--- config.mk ---
export PLATFORM = sky130hd
export DESIGN_NAME = uart_rxq
export DESIGN_NICKNAME = d
export VERILOG_FILES = /design/src/rtl/uart_rxq_pkg.sv /design/src/rtl/rxq_store.sv /design/src/rtl/rxq_ptr.sv /design/src/rtl/rxq_flags.sv /design/src/rtl/uart_rxq.sv
export SDC_FILE = /design/constraint.sdc
export NUM_CORES = 1
export LEC_CHECK = 0
export CORE_MARGIN = 5
export CORE_UTILIZATION = 54
export DETAILED_ROUTE_END_ITERATION = 10
export PLACE_DENSITY = 0.8
export SLEW_MARGIN = 0
export SYNTH_ARGS = -nofsm -noshare
export SYNTH_HDL_FRONTEND = slang
export SYNTH_SLANG_ARGS = --single-unit
--- constraint.sdc ---
create_clock -name clk -period 4 [get_ports clk]
set_input_delay 0.6 -clock clk [delete_from_list [all_inputs] [get_ports clk]]
set_output_delay 0.6 -clock clk [all_outputs]
set_load 0.03 [all_outputs]
--- src/rtl/uart_rxq_pkg.sv ---
package uart_rxq_pkg;
  // status word bit positions
  localparam int unsigned ST_RX_EMPTY = 4;
  localparam int unsigned ST_TX_FULL  = 5;
  localparam int unsigned ST_RX_FULL  = 6;
  localparam int unsigned ST_TX_EMPTY = 7;
  localparam int unsigned ST_W        = 8;

  typedef struct packed {
    logic tx_empty;
    logic rx_full;
    logic tx_full;
    logic rx_empty;
  } rxq_flags_t;

  function automatic logic [ST_W-1:0] pack_status(rxq_flags_t f);
    logic [ST_W-1:0] s;
    s = '0;
    s[ST_RX_EMPTY] = f.rx_empty;
    s[ST_TX_FULL]  = f.tx_full;
    s[ST_RX_FULL]  = f.rx_full;
    s[ST_TX_EMPTY] = f.tx_empty;
    return s;
  endfunction
endpackage

--- src/rtl/rxq_store.sv ---
module rxq_store #(
  parameter int unsigned DATA_W = 8,
  parameter int unsigned DEPTH  = 16,
  localparam int unsigned AW    = (DEPTH > 1) ? $clog2(DEPTH) : 1
) (
  input  logic              clk,
  input  logic              rst,
  input  logic              wr_en,
  input  logic [AW-1:0]     wr_addr,
  input  logic [DATA_W-1:0] wr_data,
  input  logic [AW-1:0]     rd_addr_next,
  output logic [DATA_W-1:0] head_q
);
  logic [DATA_W-1:0] mem [DEPTH];

  // write port, no reset so the array can map to block RAM
  always_ff @(posedge clk) begin
    if (wr_en) mem[wr_addr] <= wr_data;
  end

  // registered read at the next head address with write-first bypass
  always_ff @(posedge clk) begin
    if (rst)
      head_q <= '0;
    else if (wr_en && (wr_addr == rd_addr_next))
      head_q <= wr_data;
    else
      head_q <= mem[rd_addr_next];
  end
endmodule

--- src/rtl/rxq_ptr.sv ---
module rxq_ptr #(
  parameter int unsigned DEPTH = 16,
  localparam int unsigned AW   = (DEPTH > 1) ? $clog2(DEPTH) : 1,
  localparam int unsigned CW   = $clog2(DEPTH + 1)
) (
  input  logic          clk,
  input  logic          rst,
  input  logic          clear,
  input  logic          queue_mode,
  input  logic          push_valid,
  input  logic          pop,
  output logic          accept,
  output logic          pop_ok,
  output logic [AW-1:0] wr_slot,
  output logic [AW-1:0] rd_next,
  output logic [CW-1:0] cnt_next
);
  logic [AW-1:0] rd_q;
  logic [CW-1:0] cnt_q;
  logic [AW-1:0] mask;
  logic [CW-1:0] depth_cur;
  logic [AW-1:0] cnt_low;

  assign mask      = queue_mode ? AW'(DEPTH - 1) : '0;
  assign depth_cur = queue_mode ? CW'(DEPTH) : CW'(1);
  assign cnt_low   = cnt_q[AW-1:0];

  assign accept  = push_valid && !clear && (cnt_q < depth_cur);
  assign pop_ok  = pop && !clear && (cnt_q != '0);
  assign wr_slot = (rd_q + cnt_low) & mask;

  always_comb begin
    if (clear)
      rd_next = '0;
    else if (pop_ok)
      rd_next = (rd_q + AW'(1)) & mask;
    else
      rd_next = rd_q;
  end

  always_comb begin
    if (clear)
      cnt_next = '0;
    else
      cnt_next = cnt_q + CW'(accept) - CW'(pop_ok);
  end

  always_ff @(posedge clk) begin
    if (rst) begin
      rd_q  <= '0;
      cnt_q <= '0;
    end else begin
      rd_q  <= rd_next;
      cnt_q <= cnt_next;
    end
  end

  // count never exceeds the depth of the current mode
  assert_count_bound_R3: assert property (@(posedge clk) disable iff (rst)
    cnt_q <= depth_cur);

  // single-entry mode keeps its character in slot 0
  assert_single_slot_R5: assert property (@(posedge clk) disable iff (rst)
    !queue_mode |-> (rd_q == '0));

  // pop on empty store with nothing else leaves pointers alone
  assert_pop_empty_R6: assert property (@(posedge clk) disable iff (rst)
    (pop && !push_valid && !clear && cnt_q == '0) |=> (cnt_q == '0) && $stable(rd_q));

  // push refused on a full store with no pop keeps the count
  assert_drop_full_R10: assert property (@(posedge clk) disable iff (rst)
    (push_valid && !pop && !clear && cnt_q == depth_cur) |=> $stable(cnt_q));

  // simultaneous accepted push and pop is net zero
  assert_net_zero_R9: assert property (@(posedge clk) disable iff (rst)
    (accept && pop_ok) |=> $stable(cnt_q));
endmodule

--- src/rtl/rxq_flags.sv ---
module rxq_flags
  import uart_rxq_pkg::*;
#(
  parameter int unsigned DEPTH = 16,
  localparam int unsigned CW   = $clog2(DEPTH + 1)
) (
  input  logic          clk,
  input  logic          rst,
  input  logic          flush,
  input  logic          queue_mode_next,
  input  logic          accept,
  input  logic          pop_ok,
  input  logic [CW-1:0] cnt_next,
  output rxq_flags_t    flags_q,
  output logic          can_accept_q
);
  logic          clear;
  logic [CW-1:0] depth_next;

  assign clear      = rst || flush;
  assign depth_next = queue_mode_next ? CW'(DEPTH) : CW'(1);

  always_ff @(posedge clk) begin
    if (clear) begin
      flags_q.rx_empty <= 1'b1;
      flags_q.rx_full  <= 1'b0;
      flags_q.tx_empty <= 1'b1;
      flags_q.tx_full  <= 1'b0;
      can_accept_q     <= 1'b1;
    end else begin
      if (accept)
        flags_q.rx_empty <= 1'b0;
      else if (pop_ok && cnt_next == '0)
        flags_q.rx_empty <= 1'b1;
      if (accept || pop_ok)
        flags_q.rx_full <= (cnt_next == depth_next);
      can_accept_q <= (cnt_next < depth_next);
    end
  end

  // a flush restores all flag defaults
  assert_flush_defaults_R11: assert property (@(posedge clk) disable iff (rst)
    flush |=> (flags_q.rx_empty && !flags_q.rx_full && flags_q.tx_empty && !flags_q.tx_full && can_accept_q));

  // empty and full are exclusive
  assert_empty_full_excl_R7: assert property (@(posedge clk) disable iff (rst)
    !(flags_q.rx_empty && flags_q.rx_full));

  // a full store never advertises room
  assert_full_no_room_R8: assert property (@(posedge clk) disable iff (rst)
    flags_q.rx_full |-> !can_accept_q);

  // an accepted push clears receive-empty
  assert_push_clears_empty_R7: assert property (@(posedge clk) disable iff (rst)
    (accept && !flush) |=> !flags_q.rx_empty);
endmodule

--- src/rtl/uart_rxq.sv ---
module uart_rxq
  import uart_rxq_pkg::*;
#(
  parameter int unsigned DATA_W = 8,
  parameter int unsigned DEPTH  = 16,
  parameter int unsigned LC_W   = 8,
  parameter int unsigned EN_BIT = 4
) (
  input  logic              clk,
  input  logic              rst,
  input  logic              push_valid,
  input  logic [DATA_W-1:0] push_data,
  input  logic              pop,
  input  logic              lc_wr,
  input  logic [LC_W-1:0]   lc_wdata,
  output logic [DATA_W-1:0] head_data,
  output logic              can_accept,
  output logic [7:0]        status,
  output logic [LC_W-1:0]   line_ctl
);
  localparam int unsigned AW = (DEPTH > 1) ? $clog2(DEPTH) : 1;
  localparam int unsigned CW = $clog2(DEPTH + 1);

  logic [LC_W-1:0] lc_q;
  logic [LC_W-1:0] lc_next;
  logic            flush;
  logic            clear;
  logic            accept;
  logic            pop_ok;
  logic [AW-1:0]   wr_slot;
  logic [AW-1:0]   rd_next;
  logic [CW-1:0]   cnt_next;
  rxq_flags_t      flags_q;

  assign flush   = lc_wr && (lc_wdata[EN_BIT] != lc_q[EN_BIT]);
  assign clear   = rst || flush;
  assign lc_next = lc_wr ? lc_wdata : lc_q;

  always_ff @(posedge clk) begin
    if (rst) lc_q <= '0;
    else     lc_q <= lc_next;
  end

  rxq_ptr #(.DEPTH(DEPTH)) u_ptr (
    .clk        (clk),
    .rst        (rst),
    .clear      (clear),
    .queue_mode (lc_q[EN_BIT]),
    .push_valid (push_valid),
    .pop        (pop),
    .accept     (accept),
    .pop_ok     (pop_ok),
    .wr_slot    (wr_slot),
    .rd_next    (rd_next),
    .cnt_next   (cnt_next)
  );

  rxq_store #(.DATA_W(DATA_W), .DEPTH(DEPTH)) u_store (
    .clk          (clk),
    .rst          (rst),
    .wr_en        (accept),
    .wr_addr      (wr_slot),
    .wr_data      (push_data),
    .rd_addr_next (rd_next),
    .head_q       (head_data)
  );

  rxq_flags #(.DEPTH(DEPTH)) u_flags (
    .clk             (clk),
    .rst             (rst),
    .flush           (flush),
    .queue_mode_next (lc_next[EN_BIT]),
    .accept          (accept),
    .pop_ok          (pop_ok),
    .cnt_next        (cnt_next),
    .flags_q         (flags_q),
    .can_accept_q    (can_accept)
  );

  assign status   = pack_status(flags_q);
  assign line_ctl = lc_q;

  // nothing is stored in a flushing cycle
  assert_flush_no_store_R12: assert property (@(posedge clk) disable iff (rst)
    flush |=> flags_q.rx_empty);

  // a write that keeps the enable bit does not flush
  assert_keep_no_flush_R11: assert property (@(posedge clk) disable iff (rst)
    (lc_wr && !flush && !pop && !flags_q.rx_empty) |=> !flags_q.rx_empty);
endmodule

# Yosys cells after proc, flatten, opt, wreduce, memory -nomap -nowiden
# Memories as Yosys holds them, arrays and structs flattened. A register that Yosys moved wholly into a read port is not among the register bits.
# Cells that the tools add are included.
[classes]
add_sub_neg = 4
multipliers = 0
div_mod_pow = 0
n_lt_le_gt_ge = 2
n_eq_ne = 2
shift = 0
n_mux = 11
bitwise_logic = 2
n_reduce_logical = 12
[ops]
columns = ["cell", "count"]
rows = [
  ["$mux 5", 4],
  ["$mux 4", 3],
  ["$lt 5x5->1", 2],
  ["$and 4x4->4", 2],
  ["$logic_and 1x1->1", 6],
  ["$add 5x1->5", 1],
  ["$eq 5x5->1", 1],
  ["$logic_not 5->1", 1],
  ["$reduce_bool 5->1", 1],
  ["$sub 5x1->5", 1],
  ["$add 4x1->4 const B", 1],
  ["$add 4x4->4", 1],
  ["$mux 1", 4],
  ["$logic_or 1x1->1", 2],
  ["$reduce_bool 2->1", 1],
  ["$logic_not 1->1", 1],
  ["$ne 1x1->1", 1],
]
[word_totals]
register_bits = 20
latch_bits = 0
ramBits = 128
mem_bits_ro = 0
inputBits = 21
output_inout_bits = 25
word_cells = 41
mem_count = 1
[mem_list]
columns = ["memory", "words", "word_bits", "rd", "rd_clocked_by_memory_dff", "write_ports", "line_no", "rtl"]
rows = [
  ["u_store.mem", 16, 8, 1, 1, 1, "rxq_store.sv:14", "logic [DATA_W-1:0] mem [DEPTH];"],
]

# Depth between registers and ports, before layout
[logic_depth]
ltp_word = 13
mapped_depth = 18
ltp_nobuf = 18

# Cells and area by module
# A second synthesis with hierarchy kept.
[unflattened]
cells_unflattened = 409
area_unflattened_um2 = 6715.2
[by_module_without_submodules]
columns = ["module", "n_inst", "cells_per_inst", "area_each_um2", "seq_area_each_um2"]
rows = [
  ["rxq_store", 1, 248, 5301.3, 4003.8],
  ["rxq_ptr", 1, 105, 865.8, 180.2],
  ["uart_rxq", 1, 34, 359.1, 160.2],
  ["rxq_flags", 1, 22, 188.9, 60.1],
]

# Least setup slack after synthesis
# Ideal clock, no wire load.
[synth_path]
kind = "input port to flip-flop"
from = "input port lc_wr"
to = "register u_flags.can_accept_q"
setup_time_ns = 0.134
t_arrival_ns = 3.476
required_ns = 3.866
path_slack_ns = 0.390
stages = 16
path_buffers = 1
cell_sequence = "buf_2 a21o_1 a2111oi_4 inv_2 ha_1 inv_1 ha_1 fa_1 a21oi_1 nor2_1 nor2_1 xnor2_1 nor2_1 ha_1 a21boi_0 o21ai_0"
[synth_via]
elab_chain_len = 9
word_cells_on_any_way = 13
[synth_lines]
columns = ["element", "line_no", "rtl"]
rows = [
  ["start, declared", "uart_rxq.sv:14", "input logic lc_wr,"],
  ["$logic_and 1x1->1 (*)", "uart_rxq.sv:35", "assign flush = lc_wr && (lc_wdata[EN_BIT] != lc_q[EN_BIT]);"],
  ["$logic_or 1x1->1 (*)", "uart_rxq.sv:36", "assign clear = rst || flush;"],
  ["$logic_not 1->1", "rxq_ptr.sv:28, rxq_ptr.sv:29", ""],
  ["$logic_and 1x1->1 (2 in series)", "rxq_ptr.sv:28", "assign accept = push_valid && !clear && (cnt_q < depth_cur);"],
  ["$add 5x1->5", "rxq_ptr.sv:45", "cnt_next = cnt_q + CW'(accept) - CW'(pop_ok);"],
  ["$sub 5x1->5", "rxq_ptr.sv:45", ""],
  ["$mux 5 (*)", "rxq_ptr.sv:42", "if (clear)"],
  ["net cnt_next[4]", "uart_rxq.sv:32", "logic [CW-1:0] cnt_next;"],
  ["$lt 5x5->1 (*)", "rxq_flags.sv:37", "can_accept_q <= (cnt_next < depth_next);"],
  ["end signal, assigned", "rxq_flags.sv:37", ""],
  ["end, declared", "rxq_flags.sv:15", "output logic can_accept_q"],
]
# Mark *: on every way through the listed nets, which the timed path passes. The rest lies on a longest branch.
# A chain may end at the register's enable or synchronous reset.

# Worst setup path after layout
[layout_path]
from = "input port lc_wdata[4]"
to = "register u_flags.can_accept_q"
[layout_via]
elab_chain_len = 10
word_cells_on_any_way = 14
[layout_lines]
columns = ["element", "line_no", "rtl"]
rows = [
  ["start, declared", "uart_rxq.sv:15", "input logic [LC_W-1:0] lc_wdata,"],
  ["$ne 1x1->1 (*)", "uart_rxq.sv:35", ""],
  ["$logic_and 1x1->1 (*)", "uart_rxq.sv:35", ""],
  ["$logic_or 1x1->1 (*)", "uart_rxq.sv:36", ""],
  ["$logic_not 1->1", "rxq_ptr.sv:28, rxq_ptr.sv:29", ""],
  ["$logic_and 1x1->1 (2 in series)", "rxq_ptr.sv:28", ""],
  ["$add 5x1->5", "rxq_ptr.sv:45", ""],
  ["$sub 5x1->5", "rxq_ptr.sv:45", ""],
  ["$mux 5 (*)", "rxq_ptr.sv:42", ""],
  ["net cnt_next[4]", "uart_rxq.sv:32", ""],
  ["$lt 5x5->1 (*)", "rxq_flags.sv:37", ""],
]
# Marked as above.

==> impl_metrics.py <==
metrics = {
    "run_status": {
        "status": "complete, no violations",
    },
    "global_routing": {
        "grt_pass1_vias": 4208,
        "track_usage_pct": 20.6,
        "grt_max_degree": 49,
        "grt_pass1_wl_mm": 22.8,
        "antenna_found_initial": 0,
        "grt_overflow_total": 0,
    },
    "detailed_routing": {
        "wl_per_cell_um": 19.7,
        "drt-initial-drc-count": 418,
        "wl_mm": 14.1,
        "antenna_left": 0,
        "vias_per_cell": 5.75,
        "drc_errors": 0,
        "dr.pass1.iters": 5,
        "num_vias": 4110,
    },
    "finish": {
        "layout_common_cells": "128 x edfxtp_1, 76 x mux2i_1, 39 x clkdlybuf4s50_1, 34 x nor2_1, 29 x o22ai_1",
        "finalNetCount": 573,
        "drive_gt1_share_pct": 13.2,
        "final_common_cell": "edfxtp_1",
        "area_growth_pct": 19.2,
        "diodes": 0,
    },
    "yosys": {
        "syn-instance-count": 471,
        "synth-edff-count": 128,
        "avgSynthCellArea_um2": 14.3,
        "ys_seq_elements": 156,
        "syn_area_mm2": 0.00675,
        "async_flop_share_pct": 0,
        "synthFlopType": "edfxtp_1",
        "synth.distinct_cells": 52,
        "ys_warn_count": 0,
        "ys_seq_area_share_pct": 65.2,
    },
    "flow_run": {
        "max_cap_viol_count": 0,
    },
    "timing": {
        "skew_ns": 0.0122,
        "final_max_slew_viol_count": 0,
        "final.setup.tns_ns": 0,
        "post-route-min-period_ns": 3.64,
        "slew_headroom_pct": 36.5,
        "hold_viol": 0,
        "grt_setup_unrepaired": "false",
        "setup_ws_ns": 0.357,
        "fin_crit_sh_pct": 91.1,
        "holdWs_ns": 0.467,
        "setup-violations-final": 0,
        "fmax_mhz": 274,
        "worst_pin_slew_ns": 0.948,
    },
    "critical_path": {
        "rr_worst_depth": 18,
        "cp_max_fo": 3,
        "worstSetupEndpointType": "flop",
        "cp-start-kind": "primary input",
        "critPathKind": "in -> reg",
        "crit_required_ns": 4.30,
        "arrival_ns": 3.95,
    },
    "pwr": {
        "netSwitchingPower_mw": 1.06,
        "swShare_pct": 25.7,
        "finalPower_mw": 4.14,
        "power_leakage_nw": 2.71,
        "powerDensity_mw_per_mm2": 514,
        "pwr-share-comb_pct": 15.8,
        "peakVddDrop_mv": 0.299,
        "internal-power_mw": 3.08,
        "p_clk_share_pct": 39.6,
        "seq_power_share_pct": 44.6,
    },
    "placed_design": {
        "dp_slack_ns": -0.0715,
        "port_buffers": 39,
        "place_congestion": 0.878,
        "dpl.hpwl_mm": 9.45,
    },
    "hold_path": {
        "hold_class": "reg -> reg",
        "hold_path_depth": 2,
    },
    "clock_tree": {
        "h-tree-depth": 4,
        "cts.clk_slew.worst_paths_ns": 0.06,
        "cts_buffers": 17,
        "cts_tree": "done",
        "clock_path_buffers": 2,
        "post_cts_buffers": 0,
        "clkLatencyLatePin_ns": 0.42,
        "cts_root_buffer": "clkbuf_16",
        "clock_sinks": 156,
    },
    "floorplan": {
        "initial_core_util_pct": 55.8,
        "dieHeight_um": 122,
        "core_mm2": 0.0121,
        "die_x_um": 122,
        "ios": 46,
        "fp-row-count": 40,
        "dieArea_mm2": 0.0148,
    },
}
## stage by stage
stage / instances / instance area (µm²) / utilization, %
after floorplan: 475 / 6770 / -
after global placement: 683 / 7440 / 61.4
after detailed placement: 683 / 7440 / 61.4
after CTS: 715 / 8050 / 66.5
after global routing: 715 / 8050 / 66.5
final: 715 / 8050 / 66.5
## Yosys cell counts (5+ instances only)
master	count	area share, %
edfxtp_1	128	57
mux2i_1	76	11
nor2_1	34	1.9
o22ai_1	29	2.7
dfxtp_1	28	8.3
inv_1	23	1.3
ha_1	16	3.0
nand2_1	12	0.67
buf_4	11	1.2
o21ai_0	9	0.67
o41ai_1	9	1.2
xnor2_1	8	1.0
and2_1	6	0.56
clkbuf_1	6	0.33
nand3_1	6	0.44
a21oi_1	5	0.37
buf_2	5	0.37
nor3_1	5	0.37
## power groups by stage
stage / logic, mW / clock network (mW) / registers [mW]
after global placement: 0.626 / 0 / 1.88
final: 0.653 / 1.64 / 1.85
after global routing: 0.722 / 1.73 / 1.85
after floorplan: 0.392 / 0 / 1.93
after detailed placement: 0.645 / 0 / 1.88
after CTS: 0.652 / 1.66 / 1.85
## path summary, 6_finish.rpt
kind                                   start  slack, ns                              end
min          u_flags.flags_q[2]$_SDFFE_PP0P_       0.47  u_flags.flags_q[2]$_SDFFE_PP0P_
max reg2reg        u_ptr.cnt_q[1]$_SDFF_PP0_       0.39  u_flags.can_accept_q$_SDFF_PP1_
min reg2reg  u_flags.flags_q[2]$_SDFFE_PP0P_       0.47  u_flags.flags_q[2]$_SDFFE_PP0P_
max                              lc_wdata[4]       0.36  u_flags.can_accept_q$_SDFF_PP1_
## worst max-delay path, cell delays in order
cell	delay (ns)
clkdlybuf4s50_1	0.43
xor2_1	0.17
a21o_1	0.24
a2111oi_4	0.38
inv_2	0.07
ha_1	0.28
inv_1	0.04
ha_1	0.21
fa_1	0.41
a21oi_1	0.14
nor2_1	0.05
nor2_1	0.11
xnor2_1	0.20
nor2_1	0.09
ha_1	0.30
a21boi_0	0.17
o21ai_0	0.08
## sequential cells by signal, summed over array words and instances (netlist names)
register and count:
u_store.mem 128, line_ctl 8, u_store.head_q 8, u_ptr.cnt_q 5, u_ptr.rd_q 4, u_flags.flags_q 2, u_flags.can_accept_q 1
## kinds of logic (layout without fill, tap and decap cells)
logic type | after synthesis | after routing | synth area share (%)
flip-flops | 156 | 156 | 65.2
AND/OR/NAND/NOR | 79 | 79 | 6.21
AO/OA/AOI/OAI | 78 | 78 | 8.37
multiplexers | 76 | 76 | 11.3
buffers and inverters | 50 | 122 | 3.61
adder cells (fa/ha/maj) | 18 | 18 | 3.56
XOR/XNOR | 12 | 12 | 1.67
other | 2 | 6 | 0.111
## final cells by class
cell class | instances | area [µm²]
Inverter | 26 | 97.6
Timing Repair Buffer | 64 | 591
Multi-Input combinational cell | 269 | 2140
Sequential cell | 156 | 4410
Clock inverter | 14 | 184
Tap cell | 168 | 210
Fill cell | 859 | 4060
Clock buffer | 18 | 429
## what timing repair did
action                                  in CTS  in global routing
gates resized for setup                      0                  2
endpoints found under the setup margin       0                  2
hold buffers                                 0                  0
## per-layer routing
layer	share of wire, %	track usage (%)	up-vias
met2	48	32.2	157
met5	0	0	-
met4	2.1	8.12	0
met1	43	27.9	2015
met3	6.8	5.29	24
li1	-	-	1914
No activity file was read; power rests on OpenSTA's default activity.
